`src/rtl/mac_addr_filter.sv`:
```
module mac_addr_filter #(
  parameter int ADDR_BYTES = 6,
  parameter logic [31:0] CRC_POLY = 32'hEDB88320
) (
  input  logic        clk,
  input  logic        rst_n,
  input  logic        byte_vld,
  input  logic        byte_first,
  input  logic [7:0]  byte_data,
  input  logic        prom_en,
  input  logic        cfg_we,
  input  logic [1:0]  cfg_sel,
  input  logic [31:0] cfg_wdata,
  output logic        dec_vld,
  output logic        dec_accept,
  output logic [5:0]  dec_hash
);
  localparam int CW = $clog2(ADDR_BYTES + 1);
  localparam logic [CW-1:0] LAST = CW'(ADDR_BYTES - 1);

  logic [31:0] hash_lo_q, hash_hi_q, sta_lo_q;
  logic [15:0] sta_hi_q;
  logic [31:0] crc_q;
  logic [CW-1:0] cnt_q;
  logic grp_q, sta_ok_q, bc_q, done_q;

  function automatic logic [31:0] crc_byte(input logic [31:0] c, input logic [7:0] d);
    logic [31:0] r;
    r = c;
    for (int b = 0; b < 8; b++)
      r = (r >> 1) ^ ((r[0] ^ d[b]) ? CRC_POLY : 32'h0);
    return r;
  endfunction

  wire [47:0] sta_all = {sta_lo_q, sta_hi_q};
  wire        busy    = (cnt_q != '0) && (cnt_q <= LAST);
  wire [CW-1:0] pos   = byte_first ? '0 : cnt_q;
  wire [7:0]  sta_b   = sta_all[47 - 8*pos -: 8];
  wire        take    = byte_vld && (byte_first || busy);
  wire [31:0] crc_in  = byte_first ? 32'hFFFF_FFFF : crc_q;

  always_ff @(posedge clk or negedge rst_n) begin
    if (!rst_n) begin
      hash_lo_q <= '0;
      hash_hi_q <= '0;
      sta_lo_q  <= '0;
      sta_hi_q  <= '0;
    end else if (cfg_we) begin
      case (cfg_sel)
        2'd0: hash_lo_q <= cfg_wdata;
        2'd1: hash_hi_q <= cfg_wdata;
        2'd2: sta_lo_q  <= cfg_wdata;
        default: sta_hi_q <= cfg_wdata[31:16];
      endcase
    end
  end

  always_ff @(posedge clk or negedge rst_n) begin
    if (!rst_n) begin
      crc_q    <= '1;
      cnt_q    <= '0;
      grp_q    <= 1'b0;
      sta_ok_q <= 1'b0;
      bc_q     <= 1'b0;
      done_q   <= 1'b0;
    end else begin
      done_q <= take && !byte_first && (cnt_q == LAST);
      if (take) begin
        crc_q    <= crc_byte(crc_in, byte_data);
        cnt_q    <= pos + 1'b1;
        sta_ok_q <= (byte_first || sta_ok_q) && (byte_data == sta_b);
        bc_q     <= (byte_first || bc_q) && (byte_data == 8'hFF);
        if (byte_first) grp_q <= byte_data[0];
      end
    end
  end

  wire hash_bit = dec_hash[5] ? hash_hi_q[dec_hash[4:0]] : hash_lo_q[dec_hash[4:0]];

  assign dec_vld    = done_q;
  assign dec_hash   = crc_q[31:26];
  assign dec_accept = prom_en || bc_q || sta_ok_q || (grp_q && hash_bit);
endmodule

```
`config.mk`:
```
export PLATFORM = sky130hd
export DESIGN_NAME = mac_addr_filter
export DESIGN_NICKNAME = d
export VERILOG_FILES = /design/src/rtl/mac_addr_filter.sv
export SDC_FILE = /design/constraint.sdc
export NUM_CORES = 1
export LEC_CHECK = 0
export ABC_CLOCK_PERIOD_IN_PS = 4840
export BUFFER_PORTS_ARGS = -buffer_cell sky130_fd_sc_hd__buf_2
export CORE_MARGIN = 1.5
export CORE_UTILIZATION = 55
export CTS_CLUSTER_SIZE = 25
export DETAILED_ROUTE_END_ITERATION = 10
export HOLD_SLACK_MARGIN = 0.02
export PLACE_DENSITY_LB_ADDON = 0.3
export SLEW_MARGIN = 10
export SYNTH_ARGS = -nofsm -noshare
export SYNTH_HDL_FRONTEND = slang
export SYNTH_SLANG_ARGS = --single-unit
```
`constraint.sdc`:
```
create_clock -name clk -period 4.84 [get_ports clk]
set_input_delay 0.242 -clock clk [delete_from_list [all_inputs] [get_ports clk]]
set_output_delay 0.242 -clock clk [all_outputs]
set_load 0.02 [all_outputs]
```
==> flow_summary_export.csv <==
group,metric,value,unit
floorplanning,ios,56,
power,intPower,3.527,mW
clocking,cts_tree,"yes",
cells_and_area,insertedDiodeCount,0,
floorplanning,die_area,14920,sq um
cells_and_area,fill_cells,1112,
grt,track_usage,26.22,%
power,power,5.332,mW
worst_setup_path,worst-r2r-setup-slack,1990,ps
cells_and_area,drive_above_1_share,42.17,%
yosys,synth_seq_cells,151,
grt,grt_max_degree,110,
grt,antenna_found_initial,0,
clocking,cts_resized,0,
routing,wl,17.85,mm
yosys,async_flop_share,100.0,%
power,seqPwrFrac,37.9,%
power,p_leak,3.632,nW
power,netSwitchingFraction,33.85,%
timing,slew_headroom,33.93,%
floorplanning,die_width,122.2,um
min_path,holdPathStages,2,
yosys,synthFlopType,"dfrtp_1",
cells_and_area,fin_nets,702,
floorplanning,core_area,13880,sq um
cells_and_area,syn_to_final_growth,11.73,%
timing,whs,84.23,ps
worst_setup_path,cp-end-kind,"primary output",
yosys,synthDistinctLibCells,49,
worst_setup_path,cp_max_fo,19,
yosys,syn_inst,614,
routing,drc,0,
routing,routed_via_density,5.904,
power,combPwrFrac,38.3,%
yosys,yosys.area.top_type,"dfrtp_1",
cells_and_area,ff_latch_area,3819,sq um
routing,num_vias,4983,
clocking,ctsHtreeMaxLevel,4,
clocking,clock_latency,420,ps
outcome,status,"finished clean",
yosys,syn_area,7809,sq um
power,p_switching,1.805,mW
yosys,synth_top_area_share,38.13,%
routing,first_pass_iters,4,
timing,finalCritPeriodShare,69.49,%
grt,grt_pass1_vias,5192,
timing,grt_setup_unrepaired,"no",
worst_setup_path,startpoint_type,"flop",
routing,antenna_left,0,
timing,worstMarginPinSlew,991.1,ps
timing,hold_viol_final,0,
job,cap_violations,0,
clocking,cts_hold_buf,1,
timing,fin_crit,3363,ps
worst_setup_path,r2r_start,"cnt_q[0]",
power,power_density,611.2,nW/um^2
yosys,synth.top_cells.by_area,"dfrtp_1 (38%), mux2_2 (18%), dfstp_2 (11%)",
clocking,cts_root_buffer,"clkbuf_16",
min_path,hold_class,"primary input to flop",
clocking,cts_setup_buffers,0,
place,portBuffers,55,
clocking,clk_pin_slew,60,ps
clocking,numClockSinks,151,
routing,wl_per_cell,21.14,um
floorplanning,initial_utilization,56.26,%
grt,grt-ovfl-total,0,
worst_setup_path,reg2reg_to,"sta_ok_q",
worst_setup_path,arrival,3120,ps
timing,setup_viol_count_final,0,
floorplanning,num_rows,43,
timing,drv_slew,0,
grt,grt_first_pass_wirelength,28.92,mm
yosys,synth_seq_area_share,48.90,%
power,vdd_ir_drop_max,0.2475,mV
cells_and_area,multi_input_area,3750,sq um
worst_setup_path,critical_path_class,"flop to primary output",
yosys,synth_edf_count,0,
timing,max_freq,0.2973,GHz
worst_setup_path,cp-endpoint,"dec_accept",
routing,drt_iter0_drc,331,
timing,skew,5.734,ps
floorplanning,die_h,122.2,um
worst_setup_path,crit_required,4600,ps
clocking,cts_buffers,17,
yosys,yosysWarnings,0,
place,gp_congestion,0.8058,
worst_setup_path,crit_path_start,"crc_q[26]",
place,hpwl,12.61,mm
yosys,syn_avg_cell_area,12.72,sq um
worst_setup_path,r2r_cells,7,
timing,tns,0,ps
power,p_clk_share,23.8,%
clocking,cts_buffer_depth,2,
yosys,synth_nets,664,
==> synth_stat cells, drive strengths merged (3+ instances only) <==
cell type / instances
nor4b: 3
buf: 21
o21ai: 33
a21oi: 4
xor2: 20
xnor2: 56
mux4: 20
nand3: 9
a32oi: 6
mux2i: 8
xnor3: 3
nand2b: 3
nor2: 38
inv: 9
nand2: 45
a221oi: 7
dfrtp: 119
mux2: 122
clkbuf: 22
a221o: 6
o32a: 6
nor3: 3
dfstp: 32
==> flip-flops by register name (all words and copies together), names as in the netlist <==
signal and count:
hash_lo_q 32, grp_q 1, hash_hi_q 32, bc_q 1, cnt_q 3, crc_q 32, dec_vld 1, sta_lo_q 32
sta_ok_q 1, sta_hi_q 16
==> how the worst min path moves through the flow <==
stage,startpoint,end,slack [ps]
2_1_floorplan,rst_n,bc_q,-50
4_1_cts,cfg_wdata[10],sta_lo_q[10],70
6_report,cfg_wdata[15],hash_lo_q[15],80
3_3_place_gp,rst_n,sta_lo_q[21],440
3_5_place_dp,rst_n,sta_lo_q[28],440
5_1_grt,cfg_wdata[10],hash_lo_q[10],90
==> stage by stage <==
stage          instance area, sq um  instances  util (%)  worst slack, ps
2_1_floorplan                  7809        614         -             2015
3_5_place_dp                   8154        812     58.74             1805
6_report                       8725        844     62.85             1477
3_3_place_gp                   8154        812     58.74             1819
4_1_cts                        8725        844     62.85             1440
5_1_grt                        8725        844     62.85             1313
==> per-layer routing <==
layer / part of all wire [%] / track usage, % / vias up
met3: 3.7 / 4.869 / 39
met1: 45 / 36.26 / 2567
met5: 0 / 0 / -
li1: - / - / 2264
met4: 2.6 / 10.68 / 0
met2: 48 / 41.15 / 113
==> power groups by stage <==
stage                     logic [mW]  clock network (mW)  registers [mW]
after global routing            2.22                1.34            2.08
after detailed placement        2.03                   0            2.04
after global placement          1.98                   0            2.04
final                           2.04                1.27            2.02
after floorplan                 1.78                   0            1.85
after CTS                       2.05                1.29            2.03
==> cells by family after synthesis <==
family / Yosys count / share of synthesized area, %
buffers and inverters: 52 / 3.285
muxes: 150 / 24.39
AOI/OAI and AO/OA: 70 / 6.233
DFF: 151 / 48.90
xor gates and xnor gates: 79 / 10.59
adders and majority gates: 2 / 0.3204
and+or+nand+nor: 110 / 6.281
==> layout make-up <==
class                   instances  share of cell area [%]
flip-flops and latches        151                   43.77
repair buffers                 62                   3.858
multi-input cells             411                   42.98
clock buffers                  18                   4.919
clock inverters                13                   1.506
inverters                       9                  0.3872
well taps                     180                   2.581
==> worst max-delay path, stage by stage, from the launching register on <==
cell	delay, ps
dfstp_2	900
mux4_2	580
mux4_2	500
mux2_2	290
nand3_1	80
nand3_1	130
buf_2	210
==> cells in the final DEF (no fill, tap or decap), types with 7 or more instances in the layout <==
cell type,Yosys,layout
a221oi_1,7,7
buf_2,5,54
clkbuf_16,0,17
dfrtp_1,119,119
dfstp_2,32,32
inv_1,8,8
mux2_2,122,122
mux2i_1,8,8
mux4_2,20,20
nand2_1,45,45
nand3_1,9,9
nor2_1,37,37
o21ai_0,31,30
xnor2_1,49,49
xor2_1,19,19
(Power assumes the default switching activity.)
